### src/rtl/btc_pkg.sv
package btc_pkg;

  localparam logic [15:0] DYN_MASK = 16'hF1C0;
  localparam logic [15:0] DYN_TST  = 16'h0100;
  localparam logic [15:0] DYN_CLR  = 16'h0180;
  localparam logic [15:0] IMM_MASK = 16'hFFC0;
  localparam logic [15:0] IMM_TST  = 16'h0800;
  localparam logic [15:0] IMM_CLR  = 16'h0880;

  localparam logic [2:0] MODE_DREG    = 3'b000;
  localparam logic [2:0] MODE_AREG    = 3'b001;
  localparam logic [2:0] MODE_POSTINC = 3'b011;
  localparam logic [2:0] MODE_PREDEC  = 3'b100;

  localparam int CCR_W = 5;
  localparam int ZBIT  = 2;

  typedef enum logic [1:0] {
    ST_IDLE,
    ST_READ,
    ST_WRITE,
    ST_DONE
  } btc_state_e;

  typedef struct packed {
    logic       illegal;
    logic       is_clr;
    logic       is_mem;
    logic [2:0] mode;
    logic [2:0] ea_reg;
  } btc_dec_t;

endpackage

### src/rtl/btc_decode.sv
module btc_decode
  import btc_pkg::*;
(
  input  logic [15:0] opcode,
  output btc_dec_t    dec
);
  logic dyn_hit;
  logic imm_hit;

  always_comb begin
    dyn_hit = ((opcode & DYN_MASK) == DYN_TST) || ((opcode & DYN_MASK) == DYN_CLR);
    imm_hit = ((opcode & IMM_MASK) == IMM_TST) || ((opcode & IMM_MASK) == IMM_CLR);
    dec.mode    = opcode[5:3];
    dec.ea_reg  = opcode[2:0];
    // bit 7 separates clear from test in both forms
    dec.is_clr  = opcode[7];
    dec.is_mem  = (opcode[5:3] != MODE_DREG);
    dec.illegal = !(dyn_hit || imm_hit) || (opcode[5:3] == MODE_AREG);
  end
endmodule

### src/rtl/btc_bitop.sv
module btc_bitop #(
  parameter int DATA_W    = 32,
  parameter int BYTE_W    = 8,
  parameter int BASE_HALF = 8,
  parameter int HI_EXTRA  = 4,
  parameter int STEP_W    = 4
) (
  input  logic [DATA_W-1:0] operand,
  input  logic [DATA_W-1:0] bitsrc,
  input  logic              is_mem,
  input  logic              is_clr,
  output logic [DATA_W-1:0] result,
  output logic              zero,
  output logic [STEP_W-1:0] step_len
);
  localparam int REG_IDX_W = $clog2(DATA_W);
  localparam int MEM_IDX_W = $clog2(BYTE_W);

  logic [REG_IDX_W-1:0] idx;
  logic [DATA_W-1:0]    mask;

  always_comb begin
    if (is_mem) idx = REG_IDX_W'(bitsrc[MEM_IDX_W-1:0]);
    else        idx = bitsrc[REG_IDX_W-1:0];
  end

  for (genvar g = 0; g < DATA_W; g++) begin : g_mask
    assign mask[g] = (idx == REG_IDX_W'(g));
  end

  always_comb begin
    zero   = ~|(operand & mask);
    result = is_clr ? (operand & ~mask) : operand;
    if (is_clr && !is_mem)
      step_len = STEP_W'(BASE_HALF) + (idx[REG_IDX_W-1] ? STEP_W'(HI_EXTRA) : '0);
    else
      step_len = '0;
  end
endmodule

### src/rtl/btc_ctrl.sv
module btc_ctrl
  import btc_pkg::*;
(
  input  logic     clk,
  input  logic     rst_n,
  input  logic     cmd_valid,
  input  logic     rd_valid,
  input  logic     wr_ready,
  input  btc_dec_t new_dec,
  input  btc_dec_t cur_dec,
  output logic     cmd_ready,
  output logic     rd_ready,
  output logic     wr_valid,
  output logic     done
);
  btc_state_e state_q, state_d;

  always_comb begin
    state_d = state_q;
    case (state_q)
      ST_IDLE:
        if (cmd_valid) begin
          if (new_dec.illegal || !new_dec.is_mem) state_d = ST_DONE;
          else                                    state_d = ST_READ;
        end
      ST_READ:
        if (rd_valid) state_d = cur_dec.is_clr ? ST_WRITE : ST_DONE;
      ST_WRITE:
        if (wr_ready) state_d = ST_DONE;
      default: state_d = ST_IDLE;
    endcase
  end

  always_ff @(posedge clk) begin
    if (!rst_n) state_q <= ST_IDLE;
    else        state_q <= state_d;
  end

  assign cmd_ready = (state_q == ST_IDLE);
  assign rd_ready  = (state_q == ST_READ);
  assign wr_valid  = (state_q == ST_WRITE);
  assign done      = (state_q == ST_DONE);
endmodule

### src/rtl/bit_clear_unit.sv
module bit_clear_unit
  import btc_pkg::*;
#(
  parameter int DATA_W    = 32,
  parameter int BYTE_W    = 8,
  parameter int BASE_HALF = 8,
  parameter int HI_EXTRA  = 4
) (
  input  logic              clk,
  input  logic              rst_n,
  input  logic              cmd_valid,
  output logic              cmd_ready,
  input  logic [15:0]       cmd_opcode,
  input  logic [DATA_W-1:0] cmd_bitsrc,
  input  logic [DATA_W-1:0] cmd_dreg,
  input  logic [4:0]        cmd_ccr,
  input  logic              mem_rd_valid,
  output logic              mem_rd_ready,
  input  logic [BYTE_W-1:0] mem_rd_data,
  output logic              mem_wr_valid,
  input  logic              mem_wr_ready,
  output logic [BYTE_W-1:0] mem_wr_data,
  output logic              done,
  output logic              illegal,
  output logic              reg_wr_en,
  output logic [2:0]        reg_wr_idx,
  output logic [DATA_W-1:0] reg_wr_data,
  output logic [4:0]        ccr_out,
  output logic [3:0]        step_len,
  output logic              an_adj_en,
  output logic              an_adj_dec,
  output logic [2:0]        an_adj_idx
);
  localparam int STEP_W = 4;

  btc_dec_t          dec_in;
  btc_dec_t          dec_q;
  logic [DATA_W-1:0] bitsrc_q;
  logic [DATA_W-1:0] operand_q;
  logic [CCR_W-1:0]  ccr_q;
  logic [DATA_W-1:0] op_result;
  logic              op_zero;
  logic [STEP_W-1:0] op_step;
  logic              cmd_fire;
  logic              rd_fire;
  logic              ok_done;

  btc_decode u_decode (
    .opcode (cmd_opcode),
    .dec    (dec_in)
  );

  btc_ctrl u_ctrl (
    .clk       (clk),
    .rst_n     (rst_n),
    .cmd_valid (cmd_valid),
    .rd_valid  (mem_rd_valid),
    .wr_ready  (mem_wr_ready),
    .new_dec   (dec_in),
    .cur_dec   (dec_q),
    .cmd_ready (cmd_ready),
    .rd_ready  (mem_rd_ready),
    .wr_valid  (mem_wr_valid),
    .done      (done)
  );

  btc_bitop #(
    .DATA_W    (DATA_W),
    .BYTE_W    (BYTE_W),
    .BASE_HALF (BASE_HALF),
    .HI_EXTRA  (HI_EXTRA),
    .STEP_W    (STEP_W)
  ) u_bitop (
    .operand  (operand_q),
    .bitsrc   (bitsrc_q),
    .is_mem   (dec_q.is_mem),
    .is_clr   (dec_q.is_clr),
    .result   (op_result),
    .zero     (op_zero),
    .step_len (op_step)
  );

  assign cmd_fire = cmd_valid && cmd_ready;
  assign rd_fire  = mem_rd_valid && mem_rd_ready;

  always_ff @(posedge clk) begin
    if (!rst_n) begin
      dec_q     <= '0;
      bitsrc_q  <= '0;
      operand_q <= '0;
      ccr_q     <= '0;
    end else if (cmd_fire) begin
      dec_q     <= dec_in;
      bitsrc_q  <= cmd_bitsrc;
      operand_q <= cmd_dreg;
      ccr_q     <= cmd_ccr;
    end else if (rd_fire) begin
      operand_q <= DATA_W'(mem_rd_data);
    end
  end

  assign ok_done     = done && !dec_q.illegal;
  assign illegal     = done && dec_q.illegal;
  assign mem_wr_data = op_result[BYTE_W-1:0];
  assign reg_wr_en   = ok_done && dec_q.is_clr && !dec_q.is_mem;
  assign reg_wr_idx  = dec_q.ea_reg;
  assign reg_wr_data = op_result;
  assign step_len    = ok_done ? op_step : '0;
  assign an_adj_en   = ok_done && ((dec_q.mode == MODE_POSTINC) || (dec_q.mode == MODE_PREDEC));
  assign an_adj_dec  = (dec_q.mode == MODE_PREDEC);
  assign an_adj_idx  = dec_q.ea_reg;

  always_comb begin
    ccr_out = ccr_q;
    if (ok_done) ccr_out[ZBIT] = op_zero;
  end
endmodule

### config.mk
export PLATFORM = sky130hd
export DESIGN_NAME = bit_clear_unit
export DESIGN_NICKNAME = d
export VERILOG_FILES = /design/src/rtl/btc_pkg.sv /design/src/rtl/btc_decode.sv /design/src/rtl/btc_bitop.sv /design/src/rtl/btc_ctrl.sv /design/src/rtl/bit_clear_unit.sv
export SDC_FILE = /design/constraint.sdc
export NUM_CORES = 1
export LEC_CHECK = 0
export BUFFER_PORTS_ARGS = -buffer_cell sky130_fd_sc_hd__buf_2
export CELL_PAD_IN_SITES_DETAIL_PLACEMENT = 1
export CELL_PAD_IN_SITES_GLOBAL_PLACEMENT = 1
export CORE_MARGIN = 2
export CORE_UTILIZATION = 33
export CTS_BUF_LIST = sky130_fd_sc_hd__clkbuf_8
export CTS_CLUSTER_SIZE = 14
export DETAILED_ROUTE_END_ITERATION = 8
export PLACE_DENSITY = 0.91
export SYNTH_ARGS = -nofsm -noshare
export SYNTH_HDL_FRONTEND = slang
export SYNTH_HIERARCHICAL = 1
export SYNTH_SLANG_ARGS = --single-unit
### constraint.sdc
create_clock -name clk -period 2.15 [get_ports clk]
set_clock_uncertainty 0.2 [all_clocks]
set_input_delay 0.215 -clock clk [delete_from_list [all_inputs] [get_ports clk]]
set_output_delay 0.215 -clock clk [all_outputs]
set_load 0.01 [all_outputs]
# Yosys cells after proc, flatten, opt, wreduce, memory -nomap -nowiden
# Index checks and enable logic that the tools add are counted.
# classes
add_sub_neg	1
n_eq_ne	44
n_mux	14
n_bitwise	3
reduce_logical	25
# ops
cell	n
2-to-1 mux 32 bit	3
equality test 5 bit, second input constant	16
bitwise AND 32 bit	2
equality test 5 x 4 -> 1 bit, second input constant	8
inverter 32 bit	1
OR reduction 32 bit	1
equality test 10 x 6 -> 1 bit, second input constant	2
equality test 5 x 3 -> 1 bit, second input constant	4
equality test 7 x 3 -> 1 bit, second input constant	2
equality test 5 x 2 -> 1 bit, second input constant	2
logical AND 1 bit	8
2-to-1 mux 2 bit	4
2-to-1 mux 4 bit	2
logical OR 1 bit	6
case mux 2 bit (3 select lines)	1
equality test 5 x 1 -> 1 bit, second input constant	1
zero test 1 bit	5
zero test 5 bit	1
2-to-1 mux 5 bit	1
adder 4 bit, first input constant	1
equality test 2 bit, second input constant	2
inequality test 2 bit, second input constant	2
equality test 3 x 1 -> 1 bit, second input constant	1
equality test 3 x 2 -> 1 bit, second input constant	1
other kinds (9)	10
# word_totals
regBits	53
output_inout_bits	63
word_cells	96

# Logic depth before layout (Yosys ltp)
# Gate-level depths: netlist (run 1).
# depth
depth_word	9
depth_mapped	8
mapped_depth_nobuf	6

# By module
# Netlist (run 1), hierarchy kept.
# by_module_without_submodules
module	n_inst	cells_each	area_each_um2	seq_area_each_um2
bit_clear_unit	1	355	3099.2	1561.5
btc_bitop	1	127	875.8	0.0
btc_ctrl	1	23	219.0	40.0
btc_decode	1	13	90.1	0.0

# Least setup slack after synthesis (run 1)
# OpenSTA, ideal clock, no wires.
# synth_timing
path_kind	register to output
startpoint	register dec_q[6] (netlist name)
endpoint	output port ccr_out[2]
arrival_time_ps	1975
setup_slack_ps	-240
path_stages_with_launch	8
path_buffers	1
path_cell_list	dfxtp_1 > buf_2 > and4b_2 > a311o_1 > a211o_1 > a2111o_1 > nor4_2 > mux2_2
# synth_via
elab_chain_cells	6
word_cells_on_any_way	37
# synth_lines
item	line	text
start, declared	bit_clear_unit.sv:37	btc_dec_t dec_q;
start signal, assigned	bit_clear_unit.sv:93	dec_q <= dec_in;
2-to-1 mux 5 bit *	btc_bitop.sv:23	if (is_mem) idx = REG_IDX_W'(bitsrc[MEM_IDX_W-1:0]);
equality test 5 x 1 -> 1 bit (tied with other cells)	btc_bitop.sv:28	assign mask[g] = (idx == REG_IDX_W'(g));
bitwise AND 32 bit *	btc_bitop.sv:32	zero = ~|(operand & mask);
OR reduction 32 bit *	btc_bitop.sv:32	
zero test 1 bit *	btc_bitop.sv:32	
via op_zero	bit_clear_unit.sv:42	logic op_zero;
2-to-1 mux 1 bit *	bit_clear_unit.sv:115	if (ok_done) ccr_out[ZBIT] = op_zero;
end, declared	bit_clear_unit.sv:28	output logic [4:0] ccr_out,
# The timed path passes the listed nets; every way through them passes the cells marked *.

# Final worst setup path (run 1)
# Ends and elaborated chain as after synthesis.

==> key figures, run 1 <==
CTS
  – Worst skew pair latency: 0.31 ns
  – CTS Root Cell: clkbuf_8
  – Clk sinks: 53
  – Clock tree from TritonCTS: built
  – H-tree depth: 2
  – Clock tree buffer depth: 2
  – Inserted Clock Buffers: 5
  – Clock transition at path regs: 0.10 ns

Detailed routing
  – DRT iter0 DRCs: 171
  – 1st-pass router iterations: 4
  – Routed Antenna Nets: 0
  – DRC violations left: 0
  – Total Wirelength: 14,200 µm
  – DR vias/cell: 5.25
  – DR vias: 3,838
  – Wire length per cell: 19.4 µm

Placed design
  – # port buffers: 131
  – Gp weighted congestion: 0.924
  – HPWL Detailed: 9410 µm

Outcome
  – Failing checks: hold timing, setup timing
  – Outcome: finished, violations left

STA
  – Worst Slack Setup Final: -0.663 ns
  – Hold Fails Final Rpt: 1
  – Setup_tns: -6.99 ns
  – Achievable Freq: 355 MHz
  – Fin crit period: 2.81 ns
  – Setup violations, final: 32
  – Final hold slack: -0.0227 ns
  – Period utilisation layout: 131%
  – RSZ-0062 raised after global routing: true
  – Fin. max-slew vios: 0

GRT
  – Vias in the first global route: 4,176
  – Initial antenna violation count: 1
  – Total Routing Usage GR: 26.0%
  – Global-route wire length before repair: 22,600 µm
  – GR Overflow Total: 0
  – Largest net degree at the start of global routing: 54

Yosys
  – Synthesized area: 3330 µm²
  – Synthesized instance count: 408
  – Mean Syn Cell Area: 8.15 µm²
  – Warnings from Yosys: 6

Critical path
  – Critical path type: reg2out
  – Crit. End Element: primary output
  – Crit path launch type: flip-flop
  – Critical path arrival: 2.40 ns
  – CP max FO: 6
  – WP data required: 1.74 ns

Floorplanning
  – Die width: 104 µm
  – IO Pins: 161
  – Die ar.: 10,900 µm²
  – Core area: 9770 µm²
  – Initial Utilization: 34.0%
  – FP Rows: 36
  – Die Span Y: 104 µm

Layout
  – Commonest non-fill, non-tap cell in the layout: buf_2
  – Ratio of cells with drive above 1 in the final layout: 41.7%
  – Commonest non-fill, non-tap cells in the layout: buf_2, nand2_1, dlygate4sd3_1, buf_4, dfxtp_1
  – Final core occ: 52.3%
  – Layout net count: 701
  – Area added between synthesis and finish: 53.6%

Power and ir drop
  – Leak Pwr: 2.32 nW
  – Max VDD drop: 0.729 mV
  – Pwr/cell area: 869 nW/µm²

Worst hold path
  – Hold Path Class: in2reg

Run
  – Max_cap viols: 0
[worst paths after layout]
path                     startpoint             to  slack [ns]  cells after the start
setup / recovery           dec_q[6]     ccr_out[2]       -0.66                      7
hold / removal         cmd_dreg[26]  operand_q[26]       -0.02                      3
setup reg to reg  u_ctrl/state_q[0]       ccr_q[4]        0.27                      6
hold reg to reg            ccr_q[3]       ccr_q[3]        0.28                      2
[per-layer routing]
| layer | part of all wire (%) | track usage (%) |
|---|---|---|
| met5 | 0 | 0 |
| met4 | 2.3 | 7.05 |
| met3 | 4.8 | 4.01 |
| met2 | 51 | 47.9 |
| met1 | 42 | 31.2 |
[critical path, stage by stage (launching register included)]
cell and delay (ns):
dfxtp_4 0.37, nand2b_1 0.18, a311o_1 0.37, a211o_1 0.30, a2111o_1 0.37, nor4_2 0.18, mux2_4 0.20, buf_6 0.10
[what timing repair did]
item	CTS	global route
hold buffers	51	0
cloned	0	0
buffers inserted	3	2
resized for setup	59	20
pin swaps	8	5
setup endpoints to repair	40	44
hold endpoints to repair	45	0
[registers in the layout, summed over array words and instances (netlist names)]
name            flops
ccr_q               5
bitsrc_q            5
u_ctrl/state_q      2
dec_q               6
an_adj_idx          3
operand_q          32
[through the flow]
step	power (mW)	hold slack, ns	area [µm²]	worst slack (ns)	cells
detailed placement	3.43	0.246	4220	-0.411	669
global route	4.70	0.0122	5110	-0.704	731
global placement	3.35	0.237	4220	-0.382	669
CTS	4.30	0.000361	5030	-0.632	729
finish	4.44	-0.0227	5110	-0.663	731
floorplan	2.67	0.142	3340	-0.136	409
[final cells by class]
type | count | area [µm²]
Antenna cell | 1 | 2.50
Clock buffer | 5 | 68.8
Clock inverter | 2 | 35.0
Fill cell | 1157 | 4660
Inverter | 5 | 23.8
Multi-Input combinational cell | 290 | 2020
Sequential cell | 53 | 1080
Tap cell | 133 | 166
Timing Repair Buffer | 242 | 1720
[power breakdown]
part	switching, mW	internal, mW	leakage, nW
clock	0.345	0.339	0.0540
combinational	1.23	1.08	1.82
sequential	0.235	1.21	0.439
total	1.81	2.63	2.32
(Power assumes the default switching activity.)
==> run 2: changes to the inputs <==
--- a/config.mk
+++ b/config.mk
@@ -9,11 +9,10 @@
 export CELL_PAD_IN_SITES_DETAIL_PLACEMENT = 1
 export CELL_PAD_IN_SITES_GLOBAL_PLACEMENT = 1
 export CORE_MARGIN = 2
-export CORE_UTILIZATION = 33
-export CTS_BUF_LIST = sky130_fd_sc_hd__clkbuf_8
+export CORE_UTILIZATION = 32
 export CTS_CLUSTER_SIZE = 14
 export DETAILED_ROUTE_END_ITERATION = 8
-export PLACE_DENSITY = 0.91
+export PLACE_DENSITY = 0.89
 export SYNTH_ARGS = -nofsm -noshare
 export SYNTH_HDL_FRONTEND = slang
 export SYNTH_HIERARCHICAL = 1
==> run 2 against run 1 <==
  * The run ends with setup timing left
  * Worst hold slack better by 0.024 ns
  * Combinational power down 6%
  * Sequential share of layout area up 0.55 points
  * Clock power down 6.9%
  * Power down 4.5%
  * Clock-buffer cell count unchanged
  * Non-clock buffer count down 7
  * Final area down 3.4%
  * Critical endpoint unchanged
  * Largest power group unchanged
  * Highest routed layer unchanged
==> key figures, run 2 (synthesized netlist as in run 1, its figures left out) <==
Outcome
  – Outcome: finished, violations left
  – Failing checks: setup timing

Floorplanning
  – Initial Utilization: 32.5% (-1.5 points)
  – Die width: 106 µm (+1.5%)
  – Die ar.: 11,200 µm² (+3.0%)
  – Core area: 10,200 µm² (+4.7%)
  – IO Pins: 161 (unchanged)
  – Die Span Y: 106 µm (+1.5%)
  – FP Rows: 37 (+2.8%)

Placed design
  – Gp weighted congestion: 0.943 (+2.0%)
  – Worst slack, placed: -0.425 ns (-0.0136 ns)
  – # port buffers: 131 (unchanged)
  – HPWL Detailed: 9370 µm (-0.44%)

Layout
  – Regs by FF count: operand_q: 32 flops, dec_q: 6 flops
  – Area added between synthesis and finish: 48.4%
  – Largest register FFs: 32 (unchanged)
  – Final core occ: 48.2% (-4.0 points)
  – Top reg by flops: operand_q
  – Layout net count: 694 (-1.0%)
  – Ratio of cells with drive above 1 in the final layout: 39.3% (-2.5 points)
  – Commonest non-fill, non-tap cells in the layout: buf_2, nand2_1, dlygate4sd3_1, buf_4, dfxtp_1
  – N_diodes: 0 (-1)
  – Commonest non-fill, non-tap cell in the layout: buf_2

Detailed routing
  – DRT iter0 DRCs: 202 (+18%)
  – DRC violations left: 0 (unchanged)
  – DR vias: 3,690 (-3.9%)
  – Wire length per cell: 18.1 µm (-6.7%)
  – Routed Antenna Nets: 0 (unchanged)
  – DR vias/cell: 5.08 (-3.3%)
  – Total Wirelength: 13,200 µm (-7.2%)
  – 1st-pass router iterations: 4 (unchanged)

Power and ir drop
  – Leak Pwr: 2.25 nW (-2.9%)
  – Combinational share of power: 51.5% (-0.6 points)
  – Switch share: 41.9% (+1.2 points)
  – Sequential share of power: 33.5% (+1.0 points)
  – Net Sw Power: 1.78 mW (-1.8%)
  – Total chip power: 4.24 mW (-4.5%)
  – Pwr/cell area: 859 nW/µm² (-1.1%)
  – Int Power: 2.46 mW (-6.4%)
  – Clock share of power: 15.0% (-0.4 points)
  – Max VDD drop: 0.405 mV (-44%)

STA
  – Worst Slack Setup Final: -0.693 ns (-0.0298 ns)
  – Period utilisation layout: 132% (+1.4 points)
  – Fin crit period: 2.84 ns (+0.0298 ns)
  – Achievable Freq: 352 MHz (-1.0%)
  – Setup violations, final: 31 (-3.1%)
  – Worst-Margin Slew: 0.489 ns
  – Rel. slew slack: 66.9%
  – Hold Fails Final Rpt: 0 (-1)
  – Setup_tns: -3.47 ns (+3.51 ns)
  – RSZ-0062 raised after global routing: true
  – Fin. max-slew vios: 0 (unchanged)

CTS
  – Clock transition at path regs: 0.12 ns (+0.02 ns)
  – H-tree depth: 2 (unchanged)
  – Clk sinks: 53 (unchanged)
  – Worst skew pair latency: 0.32 ns (about the same)
  – Clock tree from TritonCTS: built
  – Clock tree buffer depth: 2 (unchanged)
  – Inserted Clock Buffers: 5 (unchanged)
  – CTS Root Cell: clkbuf_8

GRT
  – Total Routing Usage GR: 23.3% (-2.8 points)
  – Global-route wire length before repair: 20,700 µm (-8.4%)
  – GR Overflow Total: 0 (unchanged)
  – Vias in the first global route: 3,905 (-6.5%)
  – Initial antenna violation count: 0 (-1)
  – Largest net degree at the start of global routing: 54 (unchanged)

Critical path
  – Critical path arrival: 2.43 ns (+0.03 ns)
  – WP data required: 1.74 ns (about the same)
  – CP max FO: 5 (-1)
  – Critical path type: reg2out
  – Crit path launch type: flip-flop
  – Crit. End Element: primary output

Run
  – Max_cap viols: 0 (unchanged)

Worst hold path
  – Hold Path Class: in2reg
==> run 2: cell count changes in the layout (fill, tap and decap cells not counted), sizes merged <==
cell	previous run	this run
clkinv	1	0
dlygate4sd3	51	50
inv	5	8
buf	191	185
bufinv	1	0
diode	1	0
==> run 2: path summary, 6_finish.rpt <==
check                     from                 to  slack, ns  cells past startpoint
max reg2reg  u_ctrl/state_q[0]  u_ctrl/state_q[1]       0.16                      5
min reg2reg           ccr_q[1]           ccr_q[1]       0.27                      2
min                cmd_dreg[3]       operand_q[3]      0.001                      3
max                   dec_q[6]         ccr_out[2]      -0.69                      7
==> run 2: repair_timing <==
item                                    4_1_cts  5_1_grt
buffers inserted                              2        1
endpoints found under the setup margin       42       44
pin swaps                                     3        2
hold buffers                                 50        0
resized for setup                            44        5
endpoints found under the hold margin        45        0
==> run 2: stage by stage <==
stage	std cells	area (µm²)	hold WS (ns)
6_report	727	4940	0.00104
5_1_grt	727	4940	0.00655
4_1_cts	726	4920	0.00183
3_5_place_dp	666	4180	0.256
3_3_place_gp	666	4180	0.242
2_1_floorplan	409	3340	0.142
==> run 2: area by class of cell <==
type,count,area [µm²]
inverters,5,21.3
fillers,1258,5300
repair buffers,235,1600
flip-flops and latches,53,1070
multi-input cells,290,1980
well taps,136,170
clock inverters,3,28.8
clock buffers,5,68.8
==> run 2: layer usage <==
layer | GRT usage (%) | up-vias | wire (µm)
li1 | - | 1765 | -
met1 | 28.7 | 1790 | 5560
met2 | 43.2 | 118 | 6840
met3 | 3.19 | 17 | 584
met4 | 4.61 | 0 | 189
met5 | 0 | - | 0
==> run 2: power groups by stage <==
stage | Sequential, mW | Clock (mW) | Combinational (mW)
floorplan | 1.35 | 0 | 1.32
global placement | 1.41 | 0 | 1.93
detailed placement | 1.43 | 0 | 1.99
CTS | 1.41 | 0.651 | 2.15
global route | 1.45 | 0.683 | 2.38
finish | 1.42 | 0.637 | 2.18
==> run 2: worst max-delay path: stages (launching register included) <==
cell and delay (ns):
dfxtp_2 0.38, and4b_2 0.23, a311o_1 0.28, a211o_1 0.30, a2111o_1 0.40, nor4_4 0.20
mux2_4 0.21, buf_6 0.10
==> run 3: changes to the inputs <==
--- a/config.mk
+++ b/config.mk
@@ -6,7 +6,7 @@
 export NUM_CORES = 1
 export LEC_CHECK = 0
 export BUFFER_PORTS_ARGS = -buffer_cell sky130_fd_sc_hd__buf_2
-export CELL_PAD_IN_SITES_DETAIL_PLACEMENT = 1
+export CELL_PAD_IN_SITES_DETAIL_PLACEMENT = 0
 export CELL_PAD_IN_SITES_GLOBAL_PLACEMENT = 1
 export CORE_MARGIN = 2
 export CORE_UTILIZATION = 32
==> run 3 against run 2 <==
  * The run still ends with setup timing left
  * Clock-buffer cell count is the same
  * Critical path depth is the same
  * Flip-flop and latch count is the same
  * Critical endpoint unchanged
  * Largest cell class unchanged
==> key figures, run 3 (synthesized netlist as in run 1, its figures left out) <==
Outcome
  – Failing checks: setup timing
  – Outcome: finished, violations left

GRT
  – Initial antenna violation count: 0 (unchanged)
  – GR Overflow Total: 0 (unchanged)
  – Vias in the first global route: 3,566 (-8.7%)
  – Largest net degree at the start of global routing: 54 (unchanged)
  – Global-route wire length before repair: 18,200 µm (-12%)
  – Total Routing Usage GR: 20.3% (-3.0 points)

CTS
  – Clock tree buffer depth: 2 (unchanged)
  – Worst skew pair latency: 0.31 ns (about the same)
  – Clock transition at path regs: 0.10 ns (-0.02 ns)
  – Clk sinks: 53 (unchanged)
  – Clock tree from TritonCTS: built
  – CTS Root Cell: clkbuf_8
  – H-tree depth: 2 (unchanged)
  – Inserted Clock Buffers: 5 (unchanged)

STA
  – Worst Slack Setup Final: -0.676 ns (+0.0167 ns)
  – Achievable Freq: 354 MHz (+0.59%)
  – Setup_tns: -2.67 ns (+0.804 ns)
  – Period utilisation layout: 131% (-0.78 points)
  – Fin. max-slew vios: 0 (unchanged)
  – Setup violations, final: 26 (-16%)
  – Worst-Margin Slew: 0.701 ns (+0.212 ns)
  – Rel. slew slack: 52.7% (-14 points)
  – Fin crit period: 2.83 ns (-0.0167 ns)
  – Hold Fails Final Rpt: 0 (unchanged)
  – RSZ-0062 raised after global routing: true

Placed design
  – Placed Instances: 666 (unchanged)
  – Worst slack, placed: -0.366 ns (+0.0585 ns)
  – # port buffers: 131 (unchanged)
  – HPWL Detailed: 8360 µm (-11%)
  – Gp weighted congestion: 0.943 (unchanged)

Floorplanning
  – Core area: 10,200 µm² (unchanged)
  – Die Span Y: 106 µm (unchanged)
  – Initial Utilization: 32.5% (unchanged)
  – Die ar.: 11,200 µm² (unchanged)
  – IO Pins: 161 (unchanged)
  – Die width: 106 µm (unchanged)
  – FP Rows: 37 (unchanged)

Critical path
  – CP max stage cell: o311ai_0
  – Crit. End Element: primary output
  – Crit path largest cell delay: 0.64 ns (+0.24 ns)
  – Reg2Reg Setup Slack: 0.22 ns (+0.06 ns)
  – CP Buf/Inv Count: 3 (+2)
  – Crit-path most repeated cell: buf_4
  – Cell Chain, Critical Path: buf_4 -> and2b_2 -> buf_4 -> o311ai_0 -> nor4_4 -> mux2_4 -> buf_6
  – WP data required: 1.74 ns (about the same)
  – RR Startpoint: u_ctrl/state_q[0]
  – Critical path type: reg2out
  – Crit path launch type: flip-flop
  – CP max FO: 8 (+3)
  – Critical path arrival: 2.41 ns (-0.02 ns)
  – CP top delay family: compound AO/OA/AOI/OAI gates
  – CP Launch Point: dec_q[6]

Power and ir drop
  – Clock share of power: 14.5% (-0.5 points)
  – Combinational share of power: 51.3% (-0.2 points)
  – Int Power: 2.44 mW (-0.90%)
  – Sequential share of power: 34.2% (+0.7 points)
  – Net Sw Power: 1.68 mW (-5.2%)
  – Switch share: 40.8% (-1.1 points)
  – Pwr/cell area: 836 nW/µm² (-2.7%)
  – Max VDD drop: 0.408 mV (+0.62%)
  – Leak Pwr: 2.24 nW (-0.25%)
  – Total chip power: 4.12 mW (-2.7%)

Layout
  – Regs by FF count: operand_q: 32 flops, dec_q: 6 flops
  – Ratio of cells with drive above 1 in the final layout: 38.9% (-0.40 points)
  – N_diodes: 0 (unchanged)
  – Area added between synthesis and finish: 48.3% (about the same)
  – Layout net count: 695 (+0.14%)
  – Fin cells: 728 (+0.14%)
  – Commonest non-fill, non-tap cells in the layout: buf_2, nand2_1, dlygate4sd3_1, buf_4, dfxtp_1
  – Commonest non-fill, non-tap cell in the layout: buf_2
  – Top reg by flops: operand_q
  – Largest register FFs: 32 (unchanged)

Detailed routing
  – DRT iter0 DRCs: 217 (+7.4%)
  – Routed Antenna Nets: 0 (unchanged)
  – 1st-pass router iterations: 4 (unchanged)
  – Total Wirelength: 11,400 µm (-14%)
  – DR vias/cell: 4.95 (-2.5%)
  – Wire length per cell: 15.6 µm (-14%)
  – DR vias: 3,603 (-2.4%)
  – DRC violations left: 0 (unchanged)

Worst hold path
  – Hold Startpoint: cmd_dreg[3]
  – Hold Path Class: in2reg

Run
  – Max_cap viols: 0 (unchanged)
==> run 3: changes by cell type in the layout (fill, tap and decap cells not counted), sizes merged <==
| cell | before | now |
|---|---|---|
| dlygate4sd3 | 50 | 52 |
| clkinvlp | 0 | 1 |
| buf | 185 | 184 |
| inv | 8 | 6 |
| clkinv | 0 | 1 |
==> run 3: area by class of cell <==
cell class	count	area [µm²]
multi-input cells	290	1980
clock inverters	3	25.0
inverters	5	18.8
well taps	136	170
clock buffers	5	68.8
fillers	1022	5300
flip-flops and latches	53	1070
repair buffers	236	1610
==> run 3: final timing paths <==
path                                     endpoint  cells past startpoint
worst max register to register  u_ctrl/state_q[1]                      5
worst max-delay path                   ccr_out[2]                      7
worst min register to register           ccr_q[3]                      2
worst min-delay path                 operand_q[3]                      3
==> run 3: routing by layer <==
| metal | up-vias | GRT usage, % | part of all wire, % |
|---|---|---|---|
| met5 | - | 0 | 0 |
| met4 | 0 | 4.98 | 1.6 |
| met3 | 14 | 2.70 | 5.1 |
| met2 | 134 | 34.7 | 48 |
| met1 | 1677 | 27.1 | 46 |
| li1 | 1778 | - | - |
==> run 3: through the flow <==
stage	util (%)	area, µm²	hold slack [ns]
finish	48.2	4930	0.00986
global route	48.2	4930	0.0151
CTS	47.8	4890	0.00256
detailed placement	40.9	4180	0.253
global placement	40.9	4180	0.242
floorplan	-	3340	0.142
==> run 3: power groups by stage <==
| stage | sequential [mW] | combinational [mW] | clock, mW |
|---|---|---|---|
| finish | 1.41 | 2.12 | 0.598 |
| global route | 1.44 | 2.32 | 0.657 |
| CTS | 1.40 | 2.09 | 0.630 |
| detailed placement | 1.42 | 1.95 | 0 |
| global placement | 1.41 | 1.93 | 0 |
| floorplan | 1.35 | 1.32 | 0 |
==> run 3: worst register-to-register path, stage by stage (launching register included) <==
cell and delay, ns:
dfxtp_1 0.43, inv_1 0.12, ha_1 0.31, nor2b_1 0.21
or4b_1 0.49, o21ai_1 0.12
==> run 3: what timing repair did <==
action / CTS / global route
gates resized for setup: 31 / 14
buffers inserted: 2 / 0
pin swaps: 5 / 9
endpoints found under the setup margin: 37 / 43
endpoints found under the hold margin: 49 / 0
hold buffers: 52 / 0
